[src/rtl/gfx_irq_pkg.sv]
package gfx_irq_pkg;
  localparam int REG_W    = 32;
  localparam int FLAG_LSB = 16;
  localparam int HI_RSVD  = REG_W - FLAG_LSB;
endpackage

[src/rtl/irq_src_cell.sv]
module irq_src_cell (
  input  logic clk,
  input  logic rst_n,
  input  logic evt_i,
  input  logic mask_i,
  input  logic clr_i,
  output logic rise_o,
  output logic set_o,
  output logic flag_o
);
  logic evt_q;
  logic flag_q;

  always_ff @(posedge clk or negedge rst_n) begin
    if (!rst_n) evt_q <= 1'b0;
    else        evt_q <= evt_i;
  end

  assign rise_o = evt_i & ~evt_q;
  assign set_o  = rise_o & ~mask_i;

  always_ff @(posedge clk or negedge rst_n) begin
    if (!rst_n)     flag_q <= 1'b0;
    else if (set_o) flag_q <= 1'b1;
    else if (clr_i) flag_q <= 1'b0;
  end

  assign flag_o = flag_q;

  AST_ONE_SHOT_EDGE: assert property (@(posedge clk) disable iff (!rst_n)
    rise_o |=> !rise_o);
  AST_SET_BEATS_CLEAR: assert property (@(posedge clk) disable iff (!rst_n)
    (rise_o && !mask_i) |=> flag_o);
  AST_FLAG_STICKY: assert property (@(posedge clk) disable iff (!rst_n)
    (flag_o && !clr_i) |=> flag_o);
  AST_MASKED_NO_SET: assert property (@(posedge clk) disable iff (!rst_n)
    (!flag_o && mask_i) |=> !flag_o);
endmodule

[src/rtl/irq_reg_port.sv]
module irq_reg_port
  import gfx_irq_pkg::*;
#(
  parameter int              NUM_SRC = 2,
  parameter int              ADDR_W  = 8,
  parameter logic [ADDR_W-1:0] REG_OFS = 8'h78
) (
  input  logic               clk,
  input  logic               rst_n,
  input  logic [ADDR_W-1:0]  addr_i,
  input  logic               we_i,
  input  logic [REG_W-1:0]   wdata_i,
  input  logic [NUM_SRC-1:0] flags_i,
  output logic [NUM_SRC-1:0] mask_o,
  output logic [NUM_SRC-1:0] clr_o,
  output logic               wr_hit_o,
  output logic [REG_W-1:0]   rdata_o
);
  logic rd_hit;
  logic [NUM_SRC-1:0] mask_q;

  function automatic logic [REG_W-1:0] pack_word(input logic [NUM_SRC-1:0] m,
                                                 input logic [NUM_SRC-1:0] f);
    logic [REG_W-1:0] w;
    w = '0;
    w[FLAG_LSB-1:0]        = '1;
    w[NUM_SRC-1:0]         = m;
    w[FLAG_LSB +: NUM_SRC] = f;
    return w;
  endfunction

  assign rd_hit   = (addr_i == REG_OFS);
  assign wr_hit_o = we_i && rd_hit;
  assign clr_o    = wr_hit_o ? wdata_i[FLAG_LSB +: NUM_SRC] : '0;

  always_ff @(posedge clk or negedge rst_n) begin
    if (!rst_n)        mask_q <= '1;
    else if (wr_hit_o) mask_q <= wdata_i[NUM_SRC-1:0];
  end

  assign mask_o  = mask_q;
  assign rdata_o = rd_hit ? pack_word(mask_q, flags_i) : '0;

  always_comb begin
    if (rd_hit) begin
      AST_RSVD_LOW_ONES: assert (&rdata_o[FLAG_LSB-1:NUM_SRC]);
      AST_RSVD_HIGH_ZERO: assert (rdata_o[REG_W-1:FLAG_LSB+NUM_SRC] == '0);
    end else begin
      AST_MISS_READS_ZERO: assert (rdata_o == '0);
    end
  end

  AST_MASK_WRITE: assert property (@(posedge clk) disable iff (!rst_n)
    wr_hit_o |=> (mask_o == $past(wdata_i[NUM_SRC-1:0])));
  AST_MISS_KEEPS_MASK: assert property (@(posedge clk) disable iff (!rst_n)
    !wr_hit_o |=> $stable(mask_o));
endmodule

[src/rtl/gfx_irq_ctl.sv]
module gfx_irq_ctl
  import gfx_irq_pkg::*;
#(
  parameter int              NUM_SRC = 2,
  parameter int              ADDR_W  = 8,
  parameter logic [ADDR_W-1:0] REG_OFS = 8'h78
) (
  input  logic               clk,
  input  logic               rst_n,
  input  logic [NUM_SRC-1:0] evt_i,
  input  logic [ADDR_W-1:0]  bus_addr,
  input  logic               bus_we,
  input  logic [REG_W-1:0]   bus_wdata,
  output logic [REG_W-1:0]   bus_rdata,
  output logic               pend_sum_o,
  output logic               irq_o
);
  logic [NUM_SRC-1:0] mask_w;
  logic [NUM_SRC-1:0] clr_w;
  logic [NUM_SRC-1:0] rise_w;
  logic [NUM_SRC-1:0] set_w;
  logic [NUM_SRC-1:0] flag_w;
  logic               wr_hit_w;
  logic               irq_q;

  irq_reg_port #(.NUM_SRC(NUM_SRC), .ADDR_W(ADDR_W), .REG_OFS(REG_OFS)) u_port (
    .clk      (clk),
    .rst_n    (rst_n),
    .addr_i   (bus_addr),
    .we_i     (bus_we),
    .wdata_i  (bus_wdata),
    .flags_i  (flag_w),
    .mask_o   (mask_w),
    .clr_o    (clr_w),
    .wr_hit_o (wr_hit_w),
    .rdata_o  (bus_rdata)
  );

  for (genvar g = 0; g < NUM_SRC; g++) begin : g_src
    irq_src_cell u_cell (
      .clk    (clk),
      .rst_n  (rst_n),
      .evt_i  (evt_i[g]),
      .mask_i (mask_w[g]),
      .clr_i  (clr_w[g]),
      .rise_o (rise_w[g]),
      .set_o  (set_w[g]),
      .flag_o (flag_w[g])
    );
  end

  assign pend_sum_o = |flag_w;

  always_ff @(posedge clk or negedge rst_n) begin
    if (!rst_n) irq_q <= 1'b0;
    else        irq_q <= |flag_w;
  end

  assign irq_o = irq_q;

  AST_IRQ_RISE_LAG: assert property (@(posedge clk) disable iff (!rst_n)
    pend_sum_o |=> irq_o);
  AST_IRQ_FALL_LAG: assert property (@(posedge clk) disable iff (!rst_n)
    !pend_sum_o |=> !irq_o);
  AST_CLEAR_ONLY_ON_HIT: assert property (@(posedge clk) disable iff (!rst_n)
    (!wr_hit_w && pend_sum_o) |=> pend_sum_o);
  AST_SET_ONLY_ON_EDGE: assert property (@(posedge clk) disable iff (!rst_n)
    (set_w == '0 && !pend_sum_o) |=> !pend_sum_o);
  AST_SET_NEEDS_RISE: assert property (@(posedge clk) disable iff (!rst_n)
    (set_w & ~rise_w) == '0);
endmodule

[config.mk]
export PLATFORM = sky130hd
export DESIGN_NAME = gfx_irq_ctl
export DESIGN_NICKNAME = d
export VERILOG_FILES = /design/src/rtl/gfx_irq_pkg.sv /design/src/rtl/irq_src_cell.sv /design/src/rtl/irq_reg_port.sv /design/src/rtl/gfx_irq_ctl.sv
export SDC_FILE = /design/constraint.sdc
export NUM_CORES = 1
export LEC_CHECK = 0
export BUFFER_PORTS_ARGS = -buffer_cell sky130_fd_sc_hd__buf_2
export CORE_MARGIN = 2
export CORE_UTILIZATION = 27
export CTS_BUF_LIST = sky130_fd_sc_hd__clkbuf_4 sky130_fd_sc_hd__clkbuf_8
export DETAILED_ROUTE_END_ITERATION = 7
export PLACE_DENSITY = 0.78
export SYNTH_ARGS = -nofsm -noshare
export SYNTH_HDL_FRONTEND = slang
export SYNTH_SLANG_ARGS = --single-unit
[constraint.sdc]
create_clock -name clk -period 1 [get_ports clk]
set_input_delay 0.1 -clock clk [delete_from_list [all_inputs] [get_ports clk]]
set_output_delay 0.1 -clock clk [all_outputs]
set_load 0.03 [all_outputs]
==> flow_metrics.tcl, run 1 <==
set metrics [dict create \
    status "complete, but fails checks" \
    violations "setup timing" \
    cp_max_fo 2 \
    leakagePower_nw 0.404 \
    cts_made_buffers 3 \
    worstSetupPathType "flip-flop to output pin" \
    drt_iter0_markers 2 \
    portBuffers 36 \
    start_util 0.294 \
    ys_ff_latch 7 \
    fin_skew_ns 0.00440 \
    wirelength_um 1160 \
    crit_required_ns 0.90 \
    cp_slowest_stage_delay_ns 0.52 \
    antenna_found_initial 0 \
    place_congestion 0.706 \
    cts_root_buf "clkbuf_4" \
    fp.coreArea_um2 1780 \
    cp-start-kind "flip-flop" \
    cts_tree "yes" \
    num_antenna_cells 0 \
    nets 132 \
    timing.final.setup_violations 19 \
    grt_pass1_vias 336 \
    fmax_mhz 856 \
    rows 15 \
    layout_setup_ws_ns -0.168 \
    post_synth_num_cell_types 13 \
    area_growth_pct 53.2 \
    grt_pass1_wl_um 1350 \
    ctsLongestPathBuffers 2 \
    final_area_um2 803 \
    grt_max_degree 15 \
    synth-seq-area-share 0.339 \
    pin_count 79 \
    cts.clk_slew.worst_paths_ns 0.05 \
    synth.largest_area_cell "buf_4" \
    synth_warnings 0 \
    synth_top_area_share 0.401 \
    drtPass1Iterations 2 \
    power_density_nw_per_um2 914 \
    cp_cell_sequence "and3_4 -> buf_6" \
    dieArea_um2 2310 \
    slowest_stage "dfstp_2" \
    clkLatencyLatePin_ns 0.25 \
    worst_setup_path_end_kind "output pin" \
    die_height_um 48.1 \
    arrival_ns 1.07 \
    ir_worst_vdd_v 0.000425 \
    hp-class "input pin to flip-flop" \
    vias 445 \
    min_period_ns 1.17 \
    synth.area.top_cells "buf_4 (40%), dfrtp_1 (24%), dfstp_2 (10%), and3_1 (4.8%), and4bb_2 (4.8%)" \
    grt_usage 0.0966 \
    dpl-instance-area_um2 576 \
    drv_slew 0 \
    worst_hold_slack_ns 0.0683 \
    htree_num_levels 1 \
    drtAntennaViolNets 0 \
    grt-ovfl-total 0 \
    avgSynthCellArea_um2 9.89 \
    cts_sinks 7 \
    synth_cells 53 \
    wl_per_cell_um 10.4 \
    period_share 1.17 \
    drive_gt1_frac 0.628 \
    final_hold_viol_count 0 \
    die_w_um 48.1 \
    rsz0062_at_grt "true" \
    drc_errors 0 \
    viasPerCell 4.01 \
    cap_violations 0 \
    syn_area_um2 524 \
    fillers 165 \
]
[per-stage QoR]
step | TNS (ns) | setup slack (ns) | utilization | power (mW) | instances
final | -1.20 | -0.168 | 0.451 | 0.734 | 111
after global routing | -1.82 | -0.208 | 0.451 | 0.779 | 111
after CTS | -1.71 | -0.177 | 0.414 | 0.732 | 108
after detailed placement | -2.45 | -0.153 | 0.323 | 0.429 | 99
after global placement | -1.98 | -0.124 | 0.323 | 0.428 | 99
after floorplan | 0 | 0.00746 | - | 0.434 | 66
[synthesized netlist by cell type]
| library cell | count |
|---|---|
| nand3_1 | 1 |
| nor3b_1 | 2 |
| dfrtp_1 | 5 |
| and4bb_2 | 2 |
| and2_1 | 1 |
| and3_1 | 4 |
| a21o_1 | 2 |
| conb_1 | 1 |
| dfstp_2 | 2 |
| nand4_1 | 2 |
| mux2_1 | 2 |
| buf_4 | 28 |
| or2_2 | 1 |
[path summary, 6_finish.rpt]
kind,start,endpoint,slack [ns],cells past startpoint
max in group asynchronous,rst_n,u_port.mask_o[1]$_DFFE_PN1N_,0.57,2
worst max-delay path,u_port.mask_o[0]$_DFFE_PN1N_,bus_rdata[0],-0.17,2
min in group asynchronous,rst_n,g_src[0].u_cell.flag_o$_DFFE_PN0P_,0.20,2
worst min-delay path,bus_wdata[0],u_port.mask_o[0]$_DFFE_PN1N_,0.07,2
worst min register to register,g_src[0].u_cell.flag_o$_DFFE_PN0P_,g_src[0].u_cell.flag_o$_DFFE_PN0P_,0.52,1
worst max register to register,u_port.mask_o[1]$_DFFE_PN1N_,g_src[1].u_cell.flag_o$_DFFE_PN0P_,0.06,3
[placed cells by master (no fill, tap or decap), types with 3 or more instances in the layout]
master / netlist / layout
and3_4: 0 / 3
buf_2: 0 / 16
buf_4: 28 / 10
buf_6: 0 / 13
clkbuf_4: 0 / 4
conb_1: 1 / 14
dfrtp_1: 5 / 5
dlygate4sd3_1: 0 / 3
[worst max-delay path, delay by kind of cell, from the launching register on]
| family | cells | cell delay (ns) |
|---|---|---|
| flops | 1 | 0.52 |
| simple gates | 1 | 0.17 |
| buf+inv | 1 | 0.12 |
[cells by family after synthesis]
kind of cell,Yosys count,synth area share
multiplexers,2,0.0430
AO/OA/AOI/OAI,2,0.0286
flip-flops,7,0.339
AND/OR/NAND/NOR,13,0.181
buffers and inverters,28,0.401
other,1,0.00715
[per-layer routing]
metal,routed length [µm],global-route usage
met5,0,0
met4,32,0.0973
met2,540,0.152
met1,391,0.0864
met3,193,0.0491
[final cells by class]
cell class              instances  area, µm²  share of cell area
clock buffers                   4       30.0              0.0374
multi-input cells              33        233               0.290
well taps                      25       31.3              0.0389
flip-flops and latches          7        178               0.221
repair buffers                 42        332               0.413
[timing repair]
action                                  in CTS  in global routing
setup buffers                                2                  1
gates cloned                                 0                  2
resized for setup                           30                  9
hold endpoints to repair                     9                  0
pin swaps                                    1                  3
endpoints found under the setup margin      19                 19
hold buffers                                 3                  0
[where the power goes]
group	internal [mW]	switching (mW)
Sequential	0.295	0.00317
Combinational	0.0540	0.103
Clock	0.179	0.0998
[flip-flops by register name (all words and copies together) (netlist names)]
name / cells
g_src.u_cell.evt_q: 2
irq_o: 1
u_port.mask_o: 2
g_src.u_cell.flag_o: 2
(Power assumes the default switching activity.)
==> run 2, diff against run 1 <==
--- a/config.mk
+++ b/config.mk
@@ -5,12 +5,13 @@
 export SDC_FILE = /design/constraint.sdc
 export NUM_CORES = 1
 export LEC_CHECK = 0
+export ABC_AREA = 1
 export BUFFER_PORTS_ARGS = -buffer_cell sky130_fd_sc_hd__buf_2
 export CORE_MARGIN = 2
 export CORE_UTILIZATION = 27
 export CTS_BUF_LIST = sky130_fd_sc_hd__clkbuf_4 sky130_fd_sc_hd__clkbuf_8
 export DETAILED_ROUTE_END_ITERATION = 7
-export PLACE_DENSITY = 0.78
+export PLACE_DENSITY = 0.76
 export SYNTH_ARGS = -nofsm -noshare
 export SYNTH_HDL_FRONTEND = slang
 export SYNTH_SLANG_ARGS = --single-unit
==> run 2 against run 1 <==
Critical path depth is 1 higher. Sequential cell count stayed put. The run still ends with setup timing left. First-iteration DRC count grew to 3.0 times the previous value. Wire length is 10% lower. Maximum frequency is 2.8% higher. Cell count is 18% higher. Synthesized area is 5.3% higher. Worst setup slack better by 0.032 ns. Highest routed layer is now met3. Largest cell class unchanged.
==> flow_metrics.tcl, run 2 <==
set metrics [dict create \
    status "complete, but fails checks" \
    violations "setup timing" \
    wirelength_um 1040 \
    drtPass1Iterations 4 \
    cp_max_fo 2 \
    period_share 1.14 \
    final_cell_mix "buf_2 (17), conb_1 (14), buf_4 (14), nand2_1 (12), clkbuf_4 (9)" \
    viasPerCell 3.56 \
    grt_pass1_wl_um 1540 \
    ir_worst_vdd_v 0.000484 \
    ff_latch_area_um2 178 \
    dpl-instance-area_um2 617 \
    grt_pass1_vias 367 \
    synth.area.top_cells "buf_4 (38%), dfrtp_1 (23%), dfstp_2 (9.5%), nand2_1 (8.8%), inv_1 (5.4%)" \
    arrival_ns 1.04 \
    multi_input_area_um2 200 \
    synth-seq-area-share 0.322 \
    rsz0062_at_grt "true" \
    cts_made_buffers 3 \
    r2r_end "g_src[0].u_cell.flag_o$_DFFE_PN0P_" \
    synth_top_family_by_area "buffers and inverters" \
    synth_warnings 0 \
    area_growth_pct 42.0 \
    nets 150 \
    cp-start-kind "flip-flop" \
    die_height_um 49.2 \
    pin_count 79 \
    min_period_ns 1.14 \
    yosysMostFrequentCell "buf_4" \
    worst_hold_slack_ns 0.0801 \
    synthSimpleGateAreaFrac 0.227 \
    synth_top_area_share 0.381 \
    ctsLongestPathBuffers 2 \
    grt_usage 0.0837 \
    reg2regPathDepth 4 \
    synth_compound_area_frac 0 \
    worstSetupPathType "flip-flop to output pin" \
    power_density_nw_per_um2 934 \
    portBuffers 36 \
    synth_edf_count 0 \
    cts.clk_slew.worst_paths_ns 0.05 \
    hpwl_um 851 \
    drv_slew 0 \
    setup.worst_path.end "bus_rdata[0]" \
    antenna_found_initial 0 \
    fmax_mhz 880 \
    htree_num_levels 1 \
    fin_skew_ns 0.00319 \
    wl_per_cell_um 7.94 \
    vias 466 \
    cts_root_buf "clkbuf_4" \
    drive_gt1_frac 0.548 \
    ys_ff_latch 7 \
    finish.utilization 0.403 \
    layout_setup_ws_ns -0.136 \
    synthFlopType "dfrtp_1" \
    die_w_um 49.2 \
    cts_sinks 7 \
    synthAdderAreaFrac 0 \
    fin_setup_tns_ns -0.283 \
    drtAntennaViolNets 0 \
    grt-ovfl-total 0 \
    place_congestion 0.798 \
    cap_violations 0 \
    fp.coreArea_um2 1940 \
    synth_xor_area_frac 0 \
    r2r-start "u_port.mask_o[0]$_DFFE_PN1N_" \
    final_common_cell "buf_2" \
    final_hold_viol_count 0 \
    hp-class "input pin to flip-flop" \
    post_synth_num_cell_types 13 \
    drc_errors 0 \
    synth_common_cells "buf_4 (28), nand2_1 (13), inv_1 (8), dfrtp_1 (5), nor2_1 (4)" \
    leakagePower_nw 0.451 \
    worst_setup_path_end_kind "output pin" \
    num_antenna_cells 0 \
    synth_cells 72 \
    timing.final.setup_violations 3 \
    crit_required_ns 0.90 \
    setup.worst_path.start "u_port.mask_o[0]$_DFFE_PN1N_" \
    start_util 0.284 \
    grt_max_degree 17 \
    cts_tree "yes" \
    synth_mux_area_frac 0 \
    fillers 199 \
    dieArea_um2 2420 \
    avgSynthCellArea_um2 7.66 \
    final_area_um2 783 \
    syn_area_um2 552 \
    drt_iter0_markers 6 \
    clkLatencyLatePin_ns 0.24 \
    rrSetupSlack_ns 0.07 \
    rows 16 \
    synth.largest_area_cell "buf_4" \
    synth-async-reset-ratio 1.00 \
]
run 2: cell count changes after synthesis, moves of 4 or more:
| cell | delta |
|---|---|
| nand2_1 | +13 |
| inv_1 | +8 |
| and3_1 | -4 |
| nor2_1 | +4 |
run 2: worst max-delay path, cell delays in order (launching register included):
cell and delay (ns):
dfstp_2 0.53, inv_2 0.05, nor2_4 0.08, buf_6 0.13
run 2: how the worst min path moves through the flow:
stage | start | to | cells after the start
after detailed placement | rst_n | g_src[0].u_cell.evt_q$_DFF_PN0_ | 1
after global placement | rst_n | g_src[0].u_cell.evt_q$_DFF_PN0_ | 1
final | bus_wdata[1] | u_port.mask_o[1]$_DFFE_PN1N_ | 3
after global routing | bus_wdata[1] | u_port.mask_o[1]$_DFFE_PN1N_ | 3
after floorplan | rst_n | g_src[0].u_cell.evt_q$_DFF_PN0_ | 0
after CTS | bus_wdata[1] | u_port.mask_o[1]$_DFFE_PN1N_ | 3
run 2: stage by stage:
step,worst slack (ns),cells,total power [mW]
6_report,-0.136,131,0.731
5_1_grt,-0.182,131,0.770
4_1_cts,-0.149,130,0.744
3_5_place_dp,-0.0875,121,0.441
3_3_place_gp,-0.0573,121,0.438
2_1_floorplan,0.0265,85,0.441
run 2: area by class of cell:
cell class | instances | share of cell area
repair buffers | 43 | 0.387
flip-flops and latches | 7 | 0.227
clock buffers | 4 | 0.0383
inverters | 9 | 0.0495
well taps | 27 | 0.0431
multi-input cells | 41 | 0.256
run 2: what timing repair did:
item | 4_1_cts | 5_1_grt
gates resized for setup | 17 | 23
setup endpoints to repair | 19 | 19
hold buffers | 3 | 0
pin swaps | 4 | 1
buffers inserted | 2 | 1
endpoints found under the hold margin | 9 | 0
run 2: metal layers:
metal | wire, µm | vias up | GRT usage
met1 | 407 | 190 | 0.0883
met5 | 0 | - | 0
met2 | 493 | 37 | 0.146
met4 | 0 | 0 | 0.0429
met3 | 139 | 0 | 0.0276
li1 | - | 239 | -
run 2: power by group:
part           internal (mW)  switching, mW
logic                 0.0490          0.110
clock network          0.179         0.0948
registers              0.295        0.00362
run 2: logic make-up after synthesis:
group                  Yosys count
buffers and inverters           37
flip-flops                       7
other                            1
AND/OR/NAND/NOR                 27
